File: src/rtl/gpio_irq_pkg.sv
package gpio_irq_pkg;

  // Register group selected by an access
  typedef enum logic [2:0] {
    RG_NONE = 3'd0,
    RG_STAT = 3'd1,
    RG_ENAB = 3'd2,
    RG_TYPE = 3'd3,
    RG_CLR  = 3'd4
  } reg_grp_e;

  // Group base offsets inside a window (plain or alias)
  localparam logic [7:0] OFS_STAT    = 8'h40;
  localparam logic [7:0] OFS_ENAB    = 8'h50;
  localparam logic [7:0] OFS_TYPE    = 8'h60;
  localparam logic [7:0] OFS_CLR     = 8'h70;
  localparam logic [7:0] OFS_TYPE_L1 = 8'h80;
  localparam logic [7:0] OFS_TYPE_L2 = 8'h90;

  // Decoded access
  typedef struct packed {
    reg_grp_e   grp;
    logic       masked;
    logic [1:0] lane;
    logic [1:0] port;
  } acc_t;

endpackage

File: src/rtl/gpio_irq_sync.sv
module gpio_irq_sync #(
  parameter int W      = 32,
  parameter int STAGES = 2
) (
  input  logic         clk,
  input  logic         rst,
  input  logic [W-1:0] d,
  output logic [W-1:0] q,
  output logic [W-1:0] q_prev
);

  logic [STAGES-1:0][W-1:0] chain;

  always_ff @(posedge clk) begin
    if (rst) begin
      chain  <= '0;
      q_prev <= '0;
    end else begin
      chain[0] <= d;
      for (int k = 1; k < STAGES; k++) begin
        chain[k] <= chain[k-1];
      end
      q_prev <= chain[STAGES-1];
    end
  end

  assign q = chain[STAGES-1];

endmodule

File: src/rtl/gpio_irq_decode.sv
module gpio_irq_decode
  import gpio_irq_pkg::*;
#(
  parameter int ADDR_W    = 12,
  parameter int NPORTS    = 4,
  parameter int UPPER_OFS = 256
) (
  input  logic [ADDR_W-1:0] addr,
  output acc_t              acc
);

  localparam logic [ADDR_W-1:0] UPPER_A = ADDR_W'(UPPER_OFS);
  localparam logic [2:0]        NP3     = 3'(NPORTS);

  logic              in_alias;
  logic [ADDR_W-1:0] loc;
  logic [7:0]        grp_ofs;
  logic              well_formed;

  always_comb begin
    in_alias    = (addr >= UPPER_A);
    loc         = in_alias ? (addr - UPPER_A) : addr;
    grp_ofs     = {loc[7:4], 4'h0};
    well_formed = (loc[ADDR_W-1:8] == '0) && (loc[1:0] == 2'b00) &&
                  ({1'b0, loc[3:2]} < NP3);

    acc        = '0;
    acc.masked = in_alias;
    acc.port   = loc[3:2];
    if (well_formed) begin
      unique case (grp_ofs)
        OFS_STAT:    acc.grp = RG_STAT;
        OFS_ENAB:    acc.grp = RG_ENAB;
        OFS_TYPE:    acc.grp = RG_TYPE;
        OFS_CLR:     acc.grp = in_alias ? RG_NONE : RG_CLR;
        OFS_TYPE_L1: begin
          acc.grp  = in_alias ? RG_TYPE : RG_NONE;
          acc.lane = 2'd1;
        end
        OFS_TYPE_L2: begin
          acc.grp  = in_alias ? RG_TYPE : RG_NONE;
          acc.lane = 2'd2;
        end
        default:     acc.grp = RG_NONE;
      endcase
    end
  end

endmodule

File: src/rtl/gpio_irq_port.sv
module gpio_irq_port #(
  parameter int PINS = 8
) (
  input  logic              clk,
  input  logic              rst,
  input  logic [PINS-1:0]   s,
  input  logic [PINS-1:0]   s_prev,
  input  logic [PINS-1:0]   en_we,
  input  logic [PINS-1:0]   en_wv,
  input  logic [3*PINS-1:0] ty_we,
  input  logic [3*PINS-1:0] ty_wv,
  input  logic [PINS-1:0]   st_we,
  input  logic [PINS-1:0]   st_wv,
  input  logic [PINS-1:0]   clr,
  output logic [PINS-1:0]   status,
  output logic [PINS-1:0]   enable,
  output logic [3*PINS-1:0] ttype,
  output logic [PINS-1:0]   edge_md,
  output logic [PINS-1:0]   evt,
  output logic [PINS-1:0]   lvl_act
);

  logic [PINS-1:0] hi_sel, both_sel, rise, fall, kept, st_next;

  always_comb begin
    hi_sel   = ttype[PINS-1:0];
    edge_md  = ttype[2*PINS-1:PINS];
    both_sel = ttype[3*PINS-1:2*PINS];
    rise     = s & ~s_prev;
    fall     = ~s & s_prev;
    evt      = edge_md & ((both_sel & (rise | fall)) |
                          (~both_sel & hi_sel & rise) |
                          (~both_sel & ~hi_sel & fall));
    lvl_act  = ~edge_md & ~(hi_sel ^ s);
    // software view of the bit: masked write, then clear; a new edge wins
    kept     = ((status & ~st_we) | (st_wv & st_we)) & ~clr;
    st_next  = (edge_md & (evt | kept)) | lvl_act;
  end

  always_ff @(posedge clk) begin
    if (rst) begin
      status <= '0;
      enable <= '0;
      ttype  <= '0;
    end else begin
      status <= st_next;
      enable <= (enable & ~en_we) | (en_wv & en_we);
      ttype  <= (ttype & ~ty_we) | (ty_wv & ty_we);
    end
  end

endmodule

File: src/rtl/gpio_irq_bank.sv
module gpio_irq_bank
  import gpio_irq_pkg::*;
#(
  parameter int NPORTS      = 4,
  parameter int PINS        = 8,
  parameter int SYNC_STAGES = 2,
  parameter int ADDR_W      = 12,
  parameter int DATA_W      = 32,
  parameter int UPPER_OFS   = 256
) (
  input  logic                   clk,
  input  logic                   rst,
  input  logic [NPORTS*PINS-1:0] pin_in,
  input  logic                   bus_wr,
  input  logic [ADDR_W-1:0]      bus_addr,
  input  logic [DATA_W-1:0]      bus_wdata,
  output logic [DATA_W-1:0]      bus_rdata,
  output logic                   irq
);

  localparam int NPINS  = NPORTS * PINS;
  localparam int TYPE_W = 3 * PINS;

  logic [NPINS-1:0] s_all, sprev_all;
  acc_t             acc;

  logic [NPORTS-1:0][PINS-1:0]   stat_a, en_a;
  logic [NPORTS-1:0][TYPE_W-1:0] ty_a;

  logic [NPINS-1:0] status_flat, enable_flat, edge_flat, evt_flat;
  logic [NPINS-1:0] lvl_flat, clr_flat, swr_flat;

  logic [PINS-1:0] wd_val, wd_msk;
  logic            unused_wdata;

  assign wd_val       = bus_wdata[PINS-1:0];
  assign wd_msk       = bus_wdata[2*PINS-1:PINS];
  assign unused_wdata = ^bus_wdata[DATA_W-1:TYPE_W];

  gpio_irq_sync #(.W(NPINS), .STAGES(SYNC_STAGES)) u_sync (
    .clk    (clk),
    .rst    (rst),
    .d      (pin_in),
    .q      (s_all),
    .q_prev (sprev_all)
  );

  gpio_irq_decode #(.ADDR_W(ADDR_W), .NPORTS(NPORTS), .UPPER_OFS(UPPER_OFS)) u_dec (
    .addr (bus_addr),
    .acc  (acc)
  );

  for (genvar p = 0; p < NPORTS; p++) begin : g_port
    logic              sel;
    logic [PINS-1:0]   en_we, en_wv, st_we, st_wv, clr;
    logic [TYPE_W-1:0] ty_we, ty_wv;
    logic [PINS-1:0]   edm, ev, la;

    assign sel = bus_wr && (acc.grp != RG_NONE) && (acc.port == 2'(p));

    always_comb begin
      en_we = '0;
      en_wv = '0;
      ty_we = '0;
      ty_wv = '0;
      st_we = '0;
      st_wv = '0;
      clr   = '0;
      if (sel) begin
        unique case (acc.grp)
          RG_ENAB: begin
            en_we = acc.masked ? wd_msk : '1;
            en_wv = wd_val;
          end
          RG_TYPE: begin
            if (!acc.masked) begin
              ty_we = '1;
              ty_wv = bus_wdata[TYPE_W-1:0];
            end else begin
              unique case (acc.lane)
                2'd1: begin
                  ty_we[2*PINS-1:PINS] = wd_msk;
                  ty_wv[2*PINS-1:PINS] = wd_val;
                end
                2'd2: begin
                  ty_we[3*PINS-1:2*PINS] = wd_msk;
                  ty_wv[3*PINS-1:2*PINS] = wd_val;
                end
                default: begin
                  ty_we[PINS-1:0] = wd_msk;
                  ty_wv[PINS-1:0] = wd_val;
                end
              endcase
            end
          end
          RG_STAT: begin
            if (acc.masked) begin
              st_we = wd_msk;
              st_wv = wd_val;
            end
          end
          RG_CLR:  clr = wd_val;
          default: ;
        endcase
      end
    end

    gpio_irq_port #(.PINS(PINS)) u_port (
      .clk     (clk),
      .rst     (rst),
      .s       (s_all[p*PINS +: PINS]),
      .s_prev  (sprev_all[p*PINS +: PINS]),
      .en_we   (en_we),
      .en_wv   (en_wv),
      .ty_we   (ty_we),
      .ty_wv   (ty_wv),
      .st_we   (st_we),
      .st_wv   (st_wv),
      .clr     (clr),
      .status  (stat_a[p]),
      .enable  (en_a[p]),
      .ttype   (ty_a[p]),
      .edge_md (edm),
      .evt     (ev),
      .lvl_act (la)
    );

    assign status_flat[p*PINS +: PINS] = stat_a[p];
    assign enable_flat[p*PINS +: PINS] = en_a[p];
    assign edge_flat[p*PINS +: PINS]   = edm;
    assign evt_flat[p*PINS +: PINS]    = ev;
    assign lvl_flat[p*PINS +: PINS]    = la;
    assign clr_flat[p*PINS +: PINS]    = clr;
    assign swr_flat[p*PINS +: PINS]    = st_we;
  end

  logic [DATA_W-1:0] rd_val;

  always_comb begin
    rd_val = '0;
    if (!acc.masked) begin
      unique case (acc.grp)
        RG_STAT: rd_val = DATA_W'(stat_a[acc.port]);
        RG_ENAB: rd_val = DATA_W'(en_a[acc.port]);
        RG_TYPE: rd_val = DATA_W'(ty_a[acc.port]);
        default: rd_val = '0;
      endcase
    end
  end

  always_ff @(posedge clk) begin
    if (rst) begin
      irq       <= 1'b0;
      bus_rdata <= '0;
    end else begin
      irq       <= |(status_flat & enable_flat);
      bus_rdata <= rd_val;
    end
  end

endmodule

File: config.mk
export PLATFORM = sky130hd
export DESIGN_NAME = gpio_irq_bank
export DESIGN_NICKNAME = d
export VERILOG_FILES = /design/src/rtl/gpio_irq_pkg.sv /design/src/rtl/gpio_irq_sync.sv /design/src/rtl/gpio_irq_decode.sv /design/src/rtl/gpio_irq_port.sv /design/src/rtl/gpio_irq_bank.sv
export SDC_FILE = /design/constraint.sdc
export NUM_CORES = 1
export LEC_CHECK = 0
export BUFFER_PORTS_ARGS = -buffer_cell sky130_fd_sc_hd__buf_2
export CORE_MARGIN = 10
export CORE_UTILIZATION = 55
export DETAILED_ROUTE_END_ITERATION = 10
export PLACE_DENSITY = 0.77
export SYNTH_ARGS = -nofsm -noshare
export SYNTH_HDL_FRONTEND = slang
export SYNTH_HIERARCHICAL = 1
export SYNTH_SLANG_ARGS = --single-unit
export TNS_END_PERCENT = 30
File: constraint.sdc
create_clock -name clk -period 3 [get_ports clk]
set_clock_uncertainty 0.05 [all_clocks]
set_input_delay 0.15 -clock clk [delete_from_list [all_inputs] [get_ports clk]]
set_output_delay 0.15 -clock clk [all_outputs]
set_load 0.01 [all_outputs]
After elaboration in Yosys (flattened, before gate mapping)

Index checks and enable logic that the tools add are counted.

Output and inout bits: 33
Bits of input ports: 79
Register bits: 289
Logic and storage cells: 254

Equal/unequal tests: 15
$lt $le $gt $ge: 2
Bitwise logic cells: 145
Mux-type cells: 60
Reduce and logical (&&, ||, !) cells: 14
$add $sub $neg: 1

Operators with widths:

| operator                                              | count |
|---|---|
| bitwise AND 8 bit                                     | 60 |
| 2-to-1 mux 24 bit                                     | 13 |
| 2-to-1 mux 8 bit                                      | 36 |
| NOT 8 bit                                             | 36 |
| bitwise OR 8 bit                                      | 28 |
| bitwise AND 24 bit                                    | 8 |
| NOT 24 bit                                            | 4 |
| bitwise OR 24 bit                                     | 4 |
| one-hot mux 24 bit (3 select lines)                   | 1 |
| binary-select mux 24 bit (select 2 bit)               | 1 |
| bitwise AND 32 bit                                    | 1 |
| binary-select mux 8 bit (select 2 bit)                | 2 |
| OR reduction 32 bit                                   | 1 |
| XOR 8 bit                                             | 4 |
| == test 4 x 3 -> 1 bit (second input constant)        | 4 |
| one-hot mux 3 bit (5 select lines)                    | 1 |
| >= comparator 12 x 9 -> 1 bit (second input constant) | 1 |
| 2-to-1 mux 12 bit                                     | 1 |
| subtractor 12 x 9 -> 12 bit (second input constant)   | 1 |
| == test 4 bit (second input constant)                 | 2 |
| == test 2 bit (second input constant)                 | 3 |
| == test 3 x 2 -> 1 bit (second input constant)        | 2 |
| logical AND 1 bit                                     | 6 |
| 2-to-1 mux 3 bit                                      | 2 |
| 10 further kinds                                      | 15 |

Depth between registers and ports, before layout

Gate-level depths: netlist of run 1.

Depth in word-level cells: 17
Depth in mapped cells: 14

By module

Netlist of run 1, hierarchy kept.

By module, submodules not included:

| module          | instances | seq. area each (um^2) | area each (um^2) | cells each |
|---|---|---|---|---|
| gpio_irq_port   | 4         | 800.8                 | 2090.8           | 213 |
| gpio_irq_bank   | 1         | 500.5                 | 4658.2           | 733 |
| gpio_irq_sync   | 1         | 1921.8                | 2840.2           | 234 |
| gpio_irq_decode | 1         | 0.0                   | 227.7            | 31 |

Worst setup path after synthesis of run 1

OpenSTA, ideal clock, no wires.

Path kind: input port to flip-flop
Start point: input port bus_addr[9]
End point: register g_port[0].u_port.status[0]
Required time: 2.830 ns
Slack: -0.019 ns
Setup time: 0.120 ns
Arrival time: 2.850 ns
Cell stages on the path: 14
Cells stage by stage: inv_1 ha_1 or3b_2 a211o_1 a211oi_2 buf_6 o31ai_2 or3_1 buf_6 buf_2 nor2_1 mux2i_1 nor3b_1 o31a_1

RTL lines:

| element              | RTL line            | RTL |
|---|---|---|
| start, declared      | gpio_irq_bank.sv:15 | `input logic [ADDR_W-1:0] bus_addr,` |
| end signal, assigned | gpio_irq_port.sv:46 | `status <= st_next;` |
| end, declared        | gpio_irq_port.sv:15 | `output logic [PINS-1:0] status,` |

==> flow_summary.yaml, run 1 <==
run_status:
  status: "finished clean"
grt:
  grt_antenna_before_repair: 1
  grt_overflow: 0
  grt_pass1_wl_mm: 73.9
  first_global_vias: 12900
  use_met3_pct: 4.92
  grt.busiest_layer: "met2"
  grt_usage_pct: 25.4
  grt_max_degree: 85
  grtUsageMet2_pct: 38.7
  grt_util_met1_pct: 35.0
clock_network:
  cts_tree: "built"
  worst_skew_pair.late_latency_ps: 570
  cts-root-buf: "clkbuf_16"
  cts-buffers-inserted: 31
  cts.sinks: 281
  clock_path_buffers: 3
  path_clk_slew_ps: 60
  h-tree-depth: 1
cells_and_area:
  multiInputGateArea_um2: 9120
  syn_to_final_growth_pct: 12.8
  final-seq-area_um2: 5630
  nets: 2067
  finalCoreUtilization_pct: 63.1
  fin_area_um2: 18100
  drive_gt1_share_pct: 14.9
  nFillCells: 2410
  fin_cells: 2328
detailed_routing:
  vias: 13500
  viasPerCell: 5.81
  drtAntennaViolNets: 0
  wire_per_inst_um: 20.5
  drtIter0Drc: 1450
  dr.pass1.iters: 6
  drc_errors: 0
  wl_mm: 47.6
yosys:
  ys.flop_type: "dfxtp_1"
  ys_warn_count: 6
  ys_seq_elements: 281
  syn_area_per_cell_um2: 8.70
  synth_edf_count: 0
  synth_seq_area_share_pct: 35.0
  async_flop_share_pct: 0
  netlist_instances: 1850
  netlist_area_um2: 16100
  yosysUniqueCellTypes: 56
placed_design:
  dp_hpwl_mm: 33.1
  placed_cell_area_um2: 16800
  place.gp.congestion: 0.956
  portBuffers: 95
  preCtsSetupSlack_ps: -462
  placedCellCount: 2239
power_and_ir_drop:
  power_density_nw_per_um2: 461
  clkPwrFrac_pct: 47.3
  internal-power_mw: 6.44
  pwr-share-comb_pct: 6.1
  power_mw: 8.36
  seq_power_share_pct: 46.6
  ir_worst_vdd_mv: 0.423
  switchingPower_mw: 1.92
  swShare_pct: 23.0
  leakagePower_nw: 7.36
floorplan:
  rows: 62
  die_x_um: 191
  core-area_um2: 28800
  floorplan.die_area_um2: 36500
  die_h_um: 191
  ios: 112
  start_util_pct: 55.9
sta:
  tns_ps: 0
  holdWs_ps: 36.1
  min_period_ps: 2910
  final_hold_viol_count: 0
  period_share_pct: 97.2
  setup_slack_ps: 85.3
  slew_headroom_pct: 17.0
  fmax_ghz: 0.343
  tightestPinTransition_ps: 1240
  setup_viol: 0
  final_max_slew_viol_count: 0
  rsz0062_at_grt: "no"
hold_path:
  hp-class: "in2reg"
critical_path:
  path_max_fanout: 5
  cp-start-kind: "primary input"
  critPathKind: "in2reg"
  crit_chain: "buf_2 > inv_1 > ha_1 > or3b_4 > a211o_1 > a211oi_4 > o31ai_2 > nor3_1 > buf_4 > and3_1 > mux2i_1 > nor2_1"
  reg2reg_slack_ps: 1270
  slowest_stage: "nor3_1"
  max_stage_delay_ps: 950
  crit_family: "simple AND/OR/NAND/NOR gates"
  cp_data_arrival_time_ps: 3360
  cp.required_ps: 3450
  path_buf_inv: 3
  endpoint_kind: "flop"
job:
  drv_cap: 0
power groups by stage:
stage,logic (mW),clock network [mW],registers [mW]
global route,0.557,4.14,3.90
detailed placement,0.470,0,3.97
floorplan,0.344,0,3.92
CTS,0.504,4.01,3.89
global placement,0.457,0,3.97
finish,0.513,3.95,3.90
cell families after synthesis:
kind of cell	share of synthesized area [%]
XOR/XNOR	1.80
adder cells (fa/ha/maj)	5.29
flip-flops	35.0
AND/OR/NAND/NOR	24.8
multiplexers	17.7
other	0.0233
buffers and inverters	8.69
AO/OA/AOI/OAI	6.70
path summary, 6_finish.rpt:
kind / start / to / cells past startpoint
worst max-delay path: bus_addr[9] / flop / 12
worst min-delay path: rst / u_sync/chain[23] / 2
worst max register to register: u_sync/q[17] / g_port[2].u_port/status[1] / 5
worst min register to register: u_sync/chain[20] / u_sync/q[20] / 1
cell usage in the layout (no fill, tap or decap), types with 5 or more instances in the layout:
cell type	n
mux2_1	32
o22ai_1	8
xor2_1	32
buf_12	13
o211a_1	32
buf_4	68
buf_2	94
clkbuf_1	7
conb_1	8
ha_1	68
and3_1	57
nor2b_1	112
nand3b_1	9
clkbuf_16	31
mux2i_1	167
a22oi_1	16
nor3b_1	36
o31ai_1	8
nand2b_1	13
inv_1	73
nand2_1	75
mux4_2	24
nor2_1	418
nand3_1	17
o21ai_0	16
nand4_1	5
dlygate4sd3_1	32
dfxtp_1	281
a211oi_1	9
clkbuf_8	7
nor3_1	71
o31a_1	33
mux2_2	25
timing repair:
item	in CTS	in global routing
gates resized for setup	0	3
setup buffers	0	0
endpoints found under the setup margin	0	31
hold buffers	32	0
hold endpoints to repair	32	0
per-layer routing:
layer  up-vias  share of wire (%)
li1       6313                  -
met1      6358                 43
met2       726                 43
met3       119                 10
met4         0                3.5
met5         -                  0
synth_stat cells, types with 33 or more instances:
master | number | area share (%)
nor3b_1 | 36 | 1.7
buf_2 | 56 | 1.7
nand2_1 | 75 | 1.7
ha_1 | 68 | 5.3
and3_1 | 57 | 2.2
mux2i_1 | 167 | 10
nor2_1 | 418 | 9.8
buf_4 | 81 | 3.8
nor2b_1 | 112 | 4.4
o31a_1 | 33 | 1.8
nor3_1 | 71 | 2.2
dfxtp_1 | 281 | 35
inv_1 | 73 | 1.7
final cells by class:
| type | instances | share of cell area (%) |
|---|---|---|
| multi-input combinational | 1323 | 50.3 |
| sequential | 281 | 31.0 |
| timing repair buffer | 209 | 8.73 |
| clock buffer | 45 | 4.95 |
| tap | 384 | 2.65 |
| inverter | 74 | 1.53 |
| clock inverter | 10 | 0.869 |
| antenna | 2 | 0.0276 |
No activity file was read; power rests on OpenSTA's default activity.
==> run 2: changes to the inputs <==
Settings changed: MAX_ROUTING_LAYER from default to met4.
==> flow_summary.yaml, run 2 (synthesis results as in run 1) <==
run_status:
  status: "finished clean"
clock_network:
  cts_tree: "built"
  cts-buffers-inserted: 31
  cts.sinks: 281
  cts-root-buf: "clkbuf_16"
  h-tree-depth: 1
  path_clk_slew_ps: 60
  worst_skew_pair.late_latency_ps: 570
  clock_path_buffers: 3
placed_design:
  portBuffers: 95
  place.gp.congestion: 0.962
  dp_hpwl_mm: 33.7
  preCtsSetupSlack_ps: -350
critical_path:
  critPathKind: "in2reg"
  endpoint_kind: "flop"
  cp.required_ps: 3390
  path_max_fanout: 8
  cp_data_arrival_time_ps: 3240
  cp-start-kind: "primary input"
power_and_ir_drop:
  power_mw: 8.48
  seq_power_share_pct: 46.0
  power_density_nw_per_um2: 464
  internal-power_mw: 6.53
  pwr-share-comb_pct: 6.1
  clkPwrFrac_pct: 48.0
  leakagePower_nw: 7.45
  swShare_pct: 23.0
  ir_worst_vdd_mv: 0.407
  switchingPower_mw: 1.95
sta:
  period_share_pct: 94.9
  tightestPinTransition_ps: 1100
  fmax_ghz: 0.351
  tns_ps: 0
  final_hold_viol_count: 0
  setup_viol: 0
  min_period_ps: 2850
  slew_headroom_pct: 26.7
  setup_slack_ps: 153
  rsz0062_at_grt: "no"
  holdWs_ps: 34.0
  final_max_slew_viol_count: 0
floorplan:
  start_util_pct: 55.9
  die_x_um: 191
  ios: 112
  core-area_um2: 28800
  die_h_um: 191
  floorplan.die_area_um2: 36500
  rows: 62
cells_and_area:
  nets: 2082
  final_common_cell: "nor2_1"
  final_cell_mix: "nor2_1, dfxtp_1, mux2i_1"
  syn_to_final_growth_pct: 13.6
  drive_gt1_share_pct: 15.9
job:
  drv_cap: 0
hold_path:
  hp-class: "in2reg"
detailed_routing:
  drtIter0Drc: 1543
  drc_errors: 0
  wire_per_inst_um: 20.7
  drtAntennaViolNets: 0
  dr.pass1.iters: 6
  viasPerCell: 5.88
  vias: 13800
  wl_mm: 48.6
grt:
  grt_max_degree: 82
  grt_pass1_wl_mm: 75.3
  grt_antenna_before_repair: 1
  first_global_vias: 13300
  grt_usage_pct: 26.7
  grt_overflow: 0
==> run 2: area by class of cell <==
class / instances / area [µm²]
Inverter: 74 / 278
Fill cell: 2421 / 10500
Sequential cell: 281 / 5630
Timing Repair Buffer: 224 / 1680
Multi-Input combinational cell: 1323 / 9110
Clock buffer: 42 / 887
Clock inverter: 15 / 210
Antenna cell: 1 / 2.50
Tap cell: 384 / 480
==> run 2: critical path, stage by stage <==
cell and delay (ps):
buf_2 110, inv_1 80, ha_1 160, or3b_4 380
a211o_1 320, a211oi_2 220, buf_4 160, nor3b_2 870
nand2_1 270, nor2_1 170, nor3b_1 90, o31a_1 250
==> run 2: worst paths after layout <==
kind                    from                    endpoint  slack (ps)  cells past startpoint
min                      rst                        flop          30                      2
max reg2reg     u_sync/q[21]  g_port[2].u_port/status[5]        1210                      5
min reg2reg  u_sync/chain[0]                 u_sync/q[0]         380                      1
max              bus_addr[9]  g_port[0].u_port/status[0]         150                     12
==> run 2: per-layer routing <==
layer	wire length (µm)	vias up	share of wire [%]	track usage (%)
li1	-	6325	-	-
met1	20400	6561	42	35.6
met4	1960	0	4.0	10.5
met2	20900	747	43	39.2
met5	0	-	0	-
met3	5220	141	11	5.05
==> run 2: through the flow <==
stage / utilization [%] / instances / area (µm²)
finish: 63.5 / 2344 / 18300
global route: 63.5 / 2343 / 18300
CTS: 63.5 / 2343 / 18300
detailed placement: 58.6 / 2254 / 16900
global placement: 58.6 / 2254 / 16900
floorplan: - / 1857 / 16100
==> run 2: power by group through the flow <==
stage / logic [mW] / registers, mW / clock network (mW)
floorplan: 0.344 / 3.92 / 0
finish: 0.515 / 3.90 / 4.07
CTS: 0.506 / 3.89 / 4.14
global placement: 0.458 / 3.97 / 0
global route: 0.558 / 3.90 / 4.29
detailed placement: 0.471 / 3.97 / 0
==> run 2: timing repair <==
item / CTS / global route
endpoints found under the setup margin: 0 / 1
setup buffers: 0 / 0
hold endpoints to repair: 32 / 0
gates resized for setup: 0 / 1
hold buffers: 32 / 0
